--- src/rtl/move_seq_pkg.sv ---
// Package: shared types and helpers for the move sequencer.
// Assumes the phase order below is the order in which the strobes fire.
package move_seq_pkg;

    localparam int NUM_STROBES = 7;
    localparam int NUM_BUTTONS = 4;

    typedef enum logic [1:0] {
        PACE_SLOW = 2'b00,
        PACE_MED  = 2'b01,
        PACE_FAST = 2'b10
    } pace_e;

    typedef enum logic [2:0] {
        PH_CLEAN   = 3'd0,
        PH_COORD   = 3'd1,
        PH_COLLIDE = 3'd2,
        PH_DROPROW = 3'd3,
        PH_GAME    = 3'd4,
        PH_SWAP    = 3'd5,
        PH_CLEAR   = 3'd6
    } phase_e;

    // Index of the highest set bit of a strobe vector (0 when the vector is empty)
    function automatic logic [2:0] strobe_index(input logic [NUM_STROBES-1:0] v);
        logic [2:0] idx;
        idx = 3'd0;
        for (int i = 0; i < NUM_STROBES; i++) begin
            if (v[i]) idx = 3'(i);
        end
        return idx;
    endfunction

endpackage

--- src/rtl/pace_divider.sv ---
// Module: pace_divider
// Chooses the effective pace from the switches and the audio override.
// Counts out one move period and emits a one-cycle move_tick at its end.
// Assumes CLK_HZ is an integer multiple of each rate and that RATE_SLOW
// is the smallest rate, so that it sets the counter width.
module pace_divider
    import move_seq_pkg::*;
#(
    parameter int unsigned CLK_HZ    = 50_000_000,
    parameter int unsigned RATE_SLOW = 1,
    parameter int unsigned RATE_MED  = 2,
    parameter int unsigned RATE_FAST = 5
) (
    input  logic       clk,
    input  logic       rst_n,
    input  logic [1:0] pace_sw,
    input  logic       use_audio,
    input  logic       audio_hit,
    output logic       move_tick
);

    localparam int unsigned PER_SLOW = CLK_HZ / RATE_SLOW;
    localparam int unsigned PER_MED  = CLK_HZ / RATE_MED;
    localparam int unsigned PER_FAST = CLK_HZ / RATE_FAST;
    localparam int          CW       = $clog2(PER_SLOW + 1);
    localparam logic [CW-1:0] LIM_SLOW = CW'(PER_SLOW - 1);
    localparam logic [CW-1:0] LIM_MED  = CW'(PER_MED - 1);
    localparam logic [CW-1:0] LIM_FAST = CW'(PER_FAST - 1);

    pace_e         eff_pace;
    logic [CW-1:0] limit;
    logic [CW-1:0] cnt_q;

    // Effective pace: the audio event wins only when audio mode is selected
    always_comb begin
        if (use_audio && audio_hit) begin
            eff_pace = PACE_FAST;
        end else if (pace_sw[1]) begin
            eff_pace = PACE_FAST;
        end else if (pace_sw[0]) begin
            eff_pace = PACE_MED;
        end else begin
            eff_pace = PACE_SLOW;
        end
    end

    // Terminal count for the selected pace
    always_comb begin
        case (eff_pace)
            PACE_FAST: limit = LIM_FAST;
            PACE_MED:  limit = LIM_MED;
            default:   limit = LIM_SLOW;
        endcase
    end

    // A shortened period wraps at once, never overruns
    assign move_tick = (cnt_q >= limit);

    // Period counter
    always_ff @(posedge clk) begin
        if (!rst_n) begin
            cnt_q <= '0;
        end else if (move_tick) begin
            cnt_q <= '0;
        end else begin
            cnt_q <= cnt_q + 1'b1;
        end
    end

    // the counter never passes the slow terminal count
    a_r1_count_bound: assert property (@(posedge clk) disable iff (!rst_n)
        cnt_q <= LIM_SLOW);

endmodule

--- src/rtl/strobe_sequencer.sv ---
// Module: strobe_sequencer
// Starts a new seven-phase train on each move_tick. Each phase raises its
// strobe for one cycle, then waits GAP cycles before the next phase.
// Assumes GAP >= 4. A tick that comes mid-train restarts it at phase 0.
module strobe_sequencer
    import move_seq_pkg::*;
#(
    parameter int GAP = 8
) (
    input  logic                   clk,
    input  logic                   rst_n,
    input  logic                   move_tick,
    output logic [NUM_STROBES-1:0] strobe
);

    localparam int GW = $clog2(GAP);
    localparam logic [GW-1:0] GAP_LAST = GW'(GAP - 1);
    localparam logic [2:0]    PH_LAST  = 3'(NUM_STROBES - 1);

    logic          active_q;
    logic [2:0]    phase_q;
    logic [GW-1:0] gap_q;

    // Phase and gap counters; the train stops after the last phase
    always_ff @(posedge clk) begin
        if (!rst_n) begin
            active_q <= 1'b0;
            phase_q  <= '0;
            gap_q    <= '0;
        end else if (move_tick) begin
            active_q <= 1'b1;
            phase_q  <= '0;
            gap_q    <= '0;
        end else if (active_q) begin
            if (gap_q == GAP_LAST) begin
                gap_q <= '0;
                if (phase_q == PH_LAST) begin
                    active_q <= 1'b0;
                end else begin
                    phase_q <= phase_q + 1'b1;
                end
            end else begin
                gap_q <= gap_q + 1'b1;
            end
        end
    end

    // Strobe decode: one bit in the first cycle of each phase, none in reset
    always_comb begin
        strobe = '0;
        if (rst_n && active_q && gap_q == '0) begin
            strobe = {{(NUM_STROBES-1){1'b0}}, 1'b1} << phase_q;
        end
    end

    // never two strobes at once
    a_r4_one_hot: assert property (@(posedge clk) disable iff (!rst_n)
        $onehot0(strobe));

    // a strobe lasts a single cycle
    a_r4_single_cycle: assert property (@(posedge clk) disable iff (!rst_n)
        (strobe != '0) |=> (strobe == '0));

endmodule

--- src/rtl/sticky_latches.sv ---
// Module: sticky_latches
// Holds each request pulse until the clear strobe. A pulse that lands on
// the clear cycle is carried into the next move.
// Assumes the pulses are already synchronous to clk.
module sticky_latches
    import move_seq_pkg::*;
#(
    parameter int N = NUM_BUTTONS
) (
    input  logic         clk,
    input  logic         rst_n,
    input  logic         clear,
    input  logic [N-1:0] pulse,
    output logic [N-1:0] held
);

    // Capture-or-release of every request bit
    always_ff @(posedge clk) begin
        if (!rst_n) begin
            held <= '0;
        end else if (clear) begin
            held <= pulse;
        end else begin
            held <= held | pulse;
        end
    end

    for (genvar i = 0; i < N; i++) begin : g_chk
        // a sampled pulse is held on the next cycle
        a_r5_capture: assert property (@(posedge clk) disable iff (!rst_n)
            pulse[i] |=> held[i]);
        // a held request survives until the clear strobe
        a_r5_hold: assert property (@(posedge clk) disable iff (!rst_n)
            (held[i] && !clear) |=> held[i]);
    end

    // after clear, only the coincident pulses remain
    a_r6_clear: assert property (@(posedge clk) disable iff (!rst_n)
        clear |=> (held == $past(pulse)));

endmodule

--- src/rtl/move_sequencer.sv ---
// Module: move_sequencer (top)
// Per-move heartbeat: pace-selected divider, seven-phase strobe train and
// sticky request latches. Assumes synchronous inputs, an active-low
// synchronous reset, and 7*GAP_CYCLES no longer than the fast period.
module move_sequencer
    import move_seq_pkg::*;
#(
    parameter int unsigned CLK_HZ     = 50_000_000,
    parameter int unsigned RATE_SLOW  = 1,
    parameter int unsigned RATE_MED   = 2,
    parameter int unsigned RATE_FAST  = 5,
    parameter int          GAP_CYCLES = 8
) (
    input  logic       clk,
    input  logic       rst_n,
    input  logic [1:0] pace_sw,
    input  logic       use_audio,
    input  logic       audio_hit,
    input  logic [3:0] btn_pulse,
    output logic [3:0] req_held,
    output logic       stb_clean,
    output logic       stb_coord,
    output logic       stb_collide,
    output logic       stb_droprow,
    output logic       stb_game,
    output logic       stb_swap,
    output logic       stb_clear
);

    logic                   move_tick;
    logic [NUM_STROBES-1:0] strobe;

    pace_divider #(
        .CLK_HZ   (CLK_HZ),
        .RATE_SLOW(RATE_SLOW),
        .RATE_MED (RATE_MED),
        .RATE_FAST(RATE_FAST)
    ) u_div (
        .clk      (clk),
        .rst_n    (rst_n),
        .pace_sw  (pace_sw),
        .use_audio(use_audio),
        .audio_hit(audio_hit),
        .move_tick(move_tick)
    );

    strobe_sequencer #(
        .GAP(GAP_CYCLES)
    ) u_seq (
        .clk      (clk),
        .rst_n    (rst_n),
        .move_tick(move_tick),
        .strobe   (strobe)
    );

    sticky_latches #(
        .N(NUM_BUTTONS)
    ) u_latch (
        .clk  (clk),
        .rst_n(rst_n),
        .clear(strobe[PH_CLEAR]),
        .pulse(btn_pulse),
        .held (req_held)
    );

    assign stb_clean   = strobe[PH_CLEAN];
    assign stb_coord   = strobe[PH_COORD];
    assign stb_collide = strobe[PH_COLLIDE];
    assign stb_droprow = strobe[PH_DROPROW];
    assign stb_game    = strobe[PH_GAME];
    assign stb_swap    = strobe[PH_SWAP];
    assign stb_clear   = strobe[PH_CLEAR];

    // Order tracking for the checks below: index of the last strobe seen
    logic [2:0] last_q;
    always_ff @(posedge clk) begin
        if (!rst_n) begin
            last_q <= 3'(NUM_STROBES - 1);
        end else if (strobe != '0) begin
            last_q <= strobe_index(strobe);
        end
    end

    for (genvar k = 1; k < NUM_STROBES; k++) begin : g_order
        // every phase after the first follows its predecessor
        a_r3_order: assert property (@(posedge clk) disable iff (!rst_n)
            strobe[k] |-> (last_q == 3'(k - 1)));
    end

    // reset leaves no strobe and no held request
    a_r9_reset_quiet: assert property (@(posedge clk)
        !rst_n |=> (strobe == '0 && req_held == '0));

endmodule

--- config.mk ---
export PLATFORM = sky130hd
export DESIGN_NAME = move_sequencer
export DESIGN_NICKNAME = d
export VERILOG_FILES = /design/src/rtl/move_seq_pkg.sv /design/src/rtl/pace_divider.sv /design/src/rtl/strobe_sequencer.sv /design/src/rtl/sticky_latches.sv /design/src/rtl/move_sequencer.sv
export SDC_FILE = /design/constraint.sdc
export NUM_CORES = 1
export LEC_CHECK = 0
export BUFFER_PORTS_ARGS = -buffer_cell sky130_fd_sc_hd__buf_2
export CORE_UTILIZATION = 58
export CTS_CLUSTER_SIZE = 10
export DETAILED_ROUTE_END_ITERATION = 8
export PLACE_DENSITY = 0.83
export SLEW_MARGIN = 10
export SYNTH_ARGS = -nofsm -noshare
export SYNTH_HDL_FRONTEND = slang
export SYNTH_SLANG_ARGS = --single-unit
--- constraint.sdc ---
create_clock -name clk -period 2.9 [get_ports clk]
set_clock_uncertainty 0.05 [all_clocks]
set_input_delay 0.58 -clock clk [delete_from_list [all_inputs] [get_ports clk]]
set_output_delay 0.58 -clock clk [all_outputs]
set_load 0.1 [all_outputs]
Yosys cells after proc, flatten, opt, wreduce, memory -nomap -nowiden
Cells that the tools add are included.
Operators by class
  add/sub/neg operators: 3
  order comparisons: 1
  equality and inequality tests: 4
  shifts and indexed selects: 1
  muxes and demuxes: 11
  bitwise operators: 3
  reductions and logical operators: 6
Operators with widths (count)
  one-hot mux 26 bit (2 select lines): 1
  adder 26 x 1 -> 26 bit, second input constant: 1
  greater-or-equal comparator 26 bit: 1
  two-way mux 7 bit: 1
  left shift 1 x 3 -> 7 bit, first input constant: 1
  adder 3 x 1 -> 3 bit, second input constant: 2
  equality test 3 bit, second input constant: 2
  two-way mux 1 bit: 5
  two-way mux 2 bit: 2
  two-way mux 4 bit: 1
  OR 4 bit: 1
  logical AND 1 bit: 3
  logical NOT 3 bit: 1
  two-way mux 3 bit: 1
  AND reduction 3 bit: 1
  equality test 2 x 1 -> 1 bit, second input constant: 1
  equality test 2 bit, second input constant: 1
  NOT 1 bit: 2
  OR reduction 2 bit: 1
Storage, ports and cells
  register bits: 37
  bits of input ports: 10
  logic and storage cells: 34

Longest topological paths before layout
Gate-level depths: netlist of run 1.
  word-level depth: 7
  depth in mapped cells: 12
  depth with buffers taken out: 11

Cells and area by module
Synthesis of run 1 repeated with hierarchy kept, for this count alone.
Second synthesis, totals
  cells, all modules: 236
  area total of the unflattened synthesis: 2093.3 sq um
Modules (own cells, without submodules)
  pace_divider: times used 1, cells an instance 171, area an instance 1495.2 sq um
  strobe_sequencer: times used 1, cells an instance 53, area an instance 462.9 sq um
  sticky_latches: times used 1, cells an instance 12, area an instance 135.1 sq um

Worst setup path after synthesis of run 1
Ideal clock, no wire load.
  path kind: in2reg
  start: in use_audio
  end: reg u_div.cnt_q[8]
  setup time: 0.064 ns
  arrival time: 2.517 ns
  slack: 0.269 ns
  stages: 12
  buffers on the path: 1
  path through: a21oi_1 nand2_1 inv_1 ha_1 inv_1 ha_1 a21oi_1 nand2_1 a221oi_1 nand4b_1 buf_2 nor2_1
On the way
  cells in the longest elaborated chain, start to end: 6
RTL lines
  start: declaration: line move_sequencer.sv:17  | input logic use_audio,
  logical AND 1 bit *: line pace_divider.sv:36  | if (use_audio && audio_hit) begin
  two-way mux 2 bit *: line pace_divider.sv:36
  equality test 2 x 1 -> 1 bit or equality test 2 bit (tied branches): line pace_divider.sv:49  | case (eff_pace)
  one-hot mux 26 bit (2 select lines) *: line pace_divider.sv:49
  greater-or-equal comparator 26 bit *: line pace_divider.sv:57  | assign move_tick = (cnt_q >= limit);
  OR reduction 2 bit (no line) *
  end signal: assignment: line pace_divider.sv:66  | cnt_q <= cnt_q + 1'b1;
  end: declaration: line pace_divider.sv:32  | logic [CW-1:0] cnt_q;
Mark *: on every way between the ends. The rest lies on a longest branch, timed or not.
A chain may end at the register's enable or synchronous reset.

Final worst setup path of run 1
  start: in use_audio
  end: reg u_seq.phase_q[2]
On the way
  cells in the longest elaborated chain, start to end: 6
RTL lines
  logical AND 1 bit *: line pace_divider.sv:36
  two-way mux 2 bit *: line pace_divider.sv:36
  equality test 2 x 1 -> 1 bit or equality test 2 bit (tied branches): line pace_divider.sv:49
  one-hot mux 26 bit (2 select lines) *: line pace_divider.sv:49
  greater-or-equal comparator 26 bit *: line pace_divider.sv:57
  OR reduction 2 bit (no line) *
  end signal: assignment: line strobe_sequencer.sv:40  | phase_q <= phase_q + 1'b1;
  end: declaration: line strobe_sequencer.sv:21  | logic [2:0] phase_q;
Marked as above.

==> results.toml, run 1 <==
[clock_tree]
cts_tree = "done"
cts.hold.buffers_added = 0
htreeDepth = 2
cts.sinks = 37
cts_buffers = 5
clockRootBuffer = "clkbuf_4"
post_cts_buffers = 0
insertion_delay_ps = 330
cts_resized = 0
cts_buffer_depth = 2
clkTransAtPathRegs_ps = 100

[logic_synthesis]
synth-adder-area-share = 0.159
synth_compound_area_frac = 0.0613
synth_mux_area_frac = 0.0196
ys_seq_area_frac = 0.363
synthSimpleGateAreaFrac = 0.254
synth_largest_area_cell = "dfxtp_1"
post-synth-top-count-cell = "nor2_1"
synth_top_family_by_area = "simple AND/OR/NAND/NOR gates"
synth_xor_area_frac = 0.103
synth_cell_type_count = 34
syn_avg_cell_area_sq_um = 8.76
ys_top_cells_by_area = "dfxtp_1 (36%), ha_1 (16%), xor2_1 (8.1%)"
ys.flop_type = "dfxtp_1"
mappedNetlistNets = 269
synth_top_cell_area_share = 0.363
ys_seq_elements = 37
postSynth.asyncResetShare = 0
syn_area_sq_um = 2040
synth_commonest_cells = "nor2_1 (40), dfxtp_1 (37), ha_1 (26), xor2_1 (19), nand3_1 (18)"
synth_cells = 233
synth_edf_count = 0
yosys_warnings = 0

[worst_setup_path]
end_kind = "flop"
critical_path_arrival_ps = 2820
crit_fanout = 20
r2r_setup_slack_ps = 850
required_ps = 3100
r2r-start = "u_div.cnt_q[11]$_SDFF_PP0_"
reg2regPathDepth = 7
cp-start-kind = "input port"
path_class = "input port to flop"
rr_endpoint = "u_seq.phase_q[2]$_SDFFE_PP0P_"

[sta]
fin_crit_ps = 2620
fin_hold_ws_ps = 398
setup_tns_ps = 0
setup_ws_ps = 280
fmax_ghz = 0.382
slew_viol_final = 0
worstMarginPinSlew_ps = 688
rsz0062_at_grt = "false"
hold_viol_final = 0
finalCritPeriodShare = 0.903
finalSetupViolations = 0
relSlewSlack = 0.539

[power_and_ir_drop]
swShare = 0.263
power_density_nw_per_um2 = 379
leakagePower_nw = 1.03
seq_power_share = 0.606
power_frac_comb = 0.100
p_total_mw = 0.860
power.internal_mw = 0.634
p_switching_mw = 0.226
vdd_drop_max_uv = 292
p_clk_frac = 0.294

[place]
post_dp_cell_area_sq_um = 2220
dpl.hpwl_microns = 2970
place_ws_ps = -34.5
gp_congestion = 0.849
port_buffers = 20
dp.cells = 299

[detailed_routing]
drt_pass1_iterations = 4
post_drt_via_cell_ratio = 5.42
drcViolationCount = 0
antenna_left = 0
drt_iter0_drc = 98
via_count = 1663
wl_per_cell_microns = 12.5
drt_wl_total_microns = 3840

[hold_path]
min-delay-path-class = "input port to flop"
min_to = "u_latch.held[1]$_SDFF_PN0_"
holdPathStages = 3
min_from = "btn_pulse[1]"

[floorplan]
die_w_microns = 61.3
initial_core_util = 0.607
die_area_sq_um = 3760
core_area_sq_um = 3360
rows = 21
pin_count = 21
die_h_microns = 61.3

[run]
max_cap_violations = 0

[finish]
instances_no_fill = 307
drive_above_1_share = 0.146
postLayoutCoreUtil = 0.675
nNetsFinal = 296
area_growth_syn_to_layout_pct = 11.2
n_antenna_cell = 0
design_area_sq_um = 2270

[global_routing]
grt.overflow.total = 0
grt_pass1_wl_microns = 6090
grtUsageTotal = 0.224
grt_antenna_before_repair = 0
grt_pass1_vias = 1459
grt_max_degree = 21

[status]
outcome = "finished, final reports clean"
==> layer usage <==
layer	up-vias	global-route usage	share of wire
met5	-	0	0
met4	0	0.0889	0.013
met3	4	0.0588	0.040
met2	35	0.398	0.51
met1	774	0.257	0.44
li1	850	-	-
==> area by class of cell <==
| class | instances | area (sq um) |
|---|---|---|
| clock buffers | 6 | 41.3 |
| clock inverters | 2 | 10.0 |
| fillers | 295 | 1090 |
| inverters | 14 | 52.6 |
| multi-input cells | 177 | 1220 |
| flip-flops and latches | 37 | 741 |
| well taps | 46 | 57.6 |
| repair buffers | 25 | 150 |
==> cell families (layout without fill, tap and decap cells) <==
| group | count (synthesis) | count (layout) |
|---|---|---|
| compound gates | 21 | 21 |
| mux | 4 | 4 |
| simple gates | 102 | 102 |
| buf+inv | 19 | 47 |
| flops | 37 | 37 |
| xor+xnor | 24 | 24 |
| fa+ha+maj | 26 | 26 |
==> registers in the layout, summed over array words and instances, names as in the netlist <==
name	flops
u_div.cnt_q	26
u_seq.gap_q	3
u_latch.held	4
u_seq.phase_q	3
u_seq.active_q	1
==> worst max-delay path, cell delays in order <==
cell and delay, ps:
buf_2 90, a21oi_1 180, buf_4 140, inv_1 30, ha_1 260, inv_1 60
ha_1 290, nand4_1 120, nor3_1 90, a221oi_1 360, nand4b_1 250, buf_12 220
a211oi_1 150
==> cell usage in the layout, fill, tap and decap left out, types with 2 or more instances in the layout <==
cell type   n
nor3_1      2
buf_2      20
inv_1      14
clkbuf_4    5
dfxtp_1    37
xnor2_1     5
o21ai_0     2
ha_1       26
nand2_1    13
a31oi_1     2
buf_4       4
mux2i_1     4
nand4_1     8
a21oi_1    12
and2_1      2
nand3_1    18
xor2_1     19
clkinv_2    2
nor2_1     40
and3_1      9
==> worst max path at each step <==
stage                     cells past startpoint  slack (ps)                        start                             to
final                                        13         280                    use_audio  u_seq.phase_q[2]$_SDFFE_PP0P_
after global routing                          7          50  u_seq.gap_q[0]$_SDFFE_PP0P_                      stb_clear
after CTS                                     7         280  u_seq.gap_q[0]$_SDFFE_PP0P_                      stb_clear
after detailed placement                     13         -30                    use_audio  u_seq.phase_q[2]$_SDFFE_PP0P_
after global placement                       13          30                    use_audio  u_seq.phase_q[2]$_SDFFE_PP0P_
after floorplan                              12         270                    use_audio      u_div.cnt_q[8]$_SDFF_PP0_
==> power by group through the flow <==
stage	clock, mW	sequential, mW	combinational [mW]
global route	0.280	0.523	0.0944
finish	0.253	0.521	0.0863
detailed placement	0	0.533	0.0866
floorplan	0	0.561	0.0343
global placement	0	0.533	0.0843
CTS	0.262	0.522	0.0869
Power figures use the tool's default switching activity.
==> inputs of run 2 (changes only) <==
Settings changed: SYNTH_HIERARCHICAL set to 1.
==> run 2 against run 1 <==
  * Clock-buffer cell count is 1 lower
  * Largest cell class unchanged
  * Core utilization rose by 1.7 points
  * Clock power fell by 5%
  * Sequential cell count unchanged
  * Critical path type unchanged
  * Synthesized cell count is 1.3% higher
  * Global-route usage increased by 0.27 points
  * Critical path depth unchanged
  * Worst hold slack improved by 4.9 ps
  * Largest power group unchanged
  * Register-to-register slack got worse by 90 ps
==> results.toml, run 2 <==
[status]
outcome = "finished, final reports clean"

[finish]
most-common-layout-cells = "dfxtp_1 (37), nor2_1 (27), ha_1 (26)"
mostFrequentLayoutCell = "dfxtp_1"
n_antenna_cell = 0
top_register = "u_div/cnt_q"
postLayoutCoreUtil = 0.692
final-seq-area_sq_um = 741
nNetsFinal = 303
area_growth_syn_to_layout_pct = 12.0
multiInputGateArea_sq_um = 1290
instances_no_fill = 312
drive_above_1_share = 0.169
top_regs = "u_div/cnt_q: 26 flops, u_latch/held: 4 flops"
fillers = 272
largest_reg_flops = 26

[power_and_ir_drop]
power_density_nw_per_um2 = 364
power.internal_mw = 0.630
power_frac_comb = 0.109
leakagePower_nw = 1.02
p_clk_frac = 0.282
swShare = 0.261
seq_power_share = 0.609
p_switching_mw = 0.223
vdd_drop_max_uv = 309

[logic_synthesis]
ys_seq_area_frac = 0.354
ys_seq_elements = 37
mappedNetlistNets = 272
post-synth-top-count-cell = "dfxtp_1"
syn_area_sq_um = 2090
synth_commonest_cells = "dfxtp_1 (37), nor2_1 (27), ha_1 (26), nand2_1 (17)"
synth_largest_area_cell = "dfxtp_1"
synth_cells = 236
ys.flop_type = "dfxtp_1"
syn_avg_cell_area_sq_um = 8.87
postSynth.asyncResetShare = 0
synth_edf_count = 0
synth_top_cell_area_share = 0.354
yosys_warnings = 6
ys_top_cells_by_area = "dfxtp_1 (35%), ha_1 (16%), xor2_1 (6.3%)"
synth_cell_type_count = 39

[sta]
worstMarginPinSlew_ps = 477
finalSetupViolations = 0
fin_crit_ps = 2690
hold_viol_final = 0
finalCritPeriodShare = 0.927
setup_ws_ps = 212
slew_viol_final = 0
fin_hold_ws_ps = 403
fmax_ghz = 0.372
relSlewSlack = 0.681
setup_tns_ps = 0

[worst_setup_path]
crit_chain = "buf_2 > a21oi_1 > nand2_1 > ha_1 > inv_1 > ha_1 > nand4_1 > nor3_1 > o311ai_2 > nand2_1 > inv_1 > buf_4 > a31oi_1"
required_ps = 3120
end_kind = "flop"
path_class = "input port to flop"
max_stage_delay_ps = 420
crit_fanout = 3
cp-start-kind = "input port"
critical_path_arrival_ps = 2910
slowest_stage = "nor3_1"

[clock_tree]
cts.sinks = 37
htreeDepth = 2
clkTransAtPathRegs_ps = 100
insertion_delay_ps = 350
clockRootBuffer = "clkbuf_4"
cts_tree = "done"
cts_buffers = 5
post_cts_buffers = 0
cts_buffer_depth = 2
cts.hold.buffers_added = 0

[floorplan]
die_area_sq_um = 3850
die_h_microns = 62.1
rows = 21
die_w_microns = 62.1
core_area_sq_um = 3390
initial_core_util = 0.618
pin_count = 21

[global_routing]
grt_max_degree = 18
grt_antenna_before_repair = 0
grt_pass1_wl_microns = 6260
grt_pass1_vias = 1522
grtUsageTotal = 0.227
grt.overflow.total = 0

[place]
place_ws_ps = -158
port_buffers = 20
dpl.hpwl_microns = 2950
gp_congestion = 0.820
dp.cells = 306

[detailed_routing]
drcViolationCount = 0
antenna_left = 0
drt_wl_total_microns = 3990
drt_iter0_drc = 44
via_count = 1716
drt_pass1_iterations = 4
post_drt_via_cell_ratio = 5.50
wl_per_cell_microns = 12.8

[run]
max_cap_violations = 0

[hold_path]
min-delay-path-class = "input port to flop"
[run 2: cell types whose count changed in the layout (fill, tap and decap cells not counted), sizes merged, moves of 2 or more]
cell,before,now
nand4,8,10
nor2,40,27
xor2,19,15
o21ai,2,7
nor2b,1,6
or3,1,5
buf,25,28
nand3,19,10
o21a,0,4
mux2i,4,1
nand2,14,19
o31ai,0,2
a41oi,0,2
o211ai,0,2
[run 2: worst paths after layout]
path | startpoint | endpoint | slack, ps | cells after the start
hold reg to reg | u_div/cnt_q[0]$_SDFF_PP0_ | u_div/cnt_q[0]$_SDFF_PP0_ | 410 | 1
hold / removal | btn_pulse[3] | u_latch/held[3]$_SDFF_PN0_ | 400 | 2
setup / recovery | use_audio | u_seq/active_q$_SDFF_PN0_ | 210 | 13
setup reg to reg | u_div/cnt_q[17]$_SDFF_PP0_ | u_seq/phase_q[2]$_SDFFE_PP0P_ | 760 | 8
[run 2: worst max-delay path: cells and delay by family]
kind | cells | cell delay (ps)
simple gates | 4 | 830
fa+ha+maj | 2 | 600
compound gates | 3 | 550
buf+inv | 4 | 350
[run 2: cells by family after synthesis]
| kind of cell | Yosys count | share of synthesized area |
|---|---|---|
| XOR/XNOR | 20 | 0.0837 |
| AND/OR/NAND/NOR | 98 | 0.258 |
| buffers and inverters | 19 | 0.0388 |
| AO/OA/AOI/OAI | 35 | 0.106 |
| adder cells (fa/ha/maj) | 26 | 0.155 |
| multiplexers | 1 | 0.00478 |
| flip-flops | 37 | 0.354 |
[run 2: cell type report]
class | count | area share
clock buffer | 5 | 0.0160
clock inverter | 1 | 0.00213
inverter | 15 | 0.0240
multi-input combinational | 180 | 0.549
sequential | 37 | 0.316
tap | 46 | 0.0245
timing repair buffer | 28 | 0.0683
[run 2: metrics by stage]
stage          power, mW  instance area (sq um)
6_report           0.853                   2340
5_1_grt            0.893                   2340
4_1_cts            0.859                   2330
3_5_place_dp       0.623                   2290
3_3_place_gp       0.620                   2290
2_1_floorplan      0.596                   2090
[run 2: power groups by stage]
stage | Combinational, mW | Clock [mW] | Sequential (mW)
floorplan | 0.0362 | 0 | 0.559
global placement | 0.0890 | 0 | 0.531
detailed placement | 0.0916 | 0 | 0.531
CTS | 0.0922 | 0.247 | 0.519
global route | 0.101 | 0.271 | 0.521
finish | 0.0928 | 0.241 | 0.519
[run 2: layer usage]
metal	up-vias	global-route usage	routed length [microns]
li1	884	-	-
met1	785	0.256	1850
met2	40	0.398	1880
met3	7	0.0766	192
met4	0	0.0794	61
met5	-	0	0
[run 2: repair_timing]
| action | in CTS | in global routing |
|---|---|---|
| gates resized for setup | 0 | 3 |
| endpoints found under the hold margin | 0 | 0 |
| setup endpoints to repair | 0 | 2 |
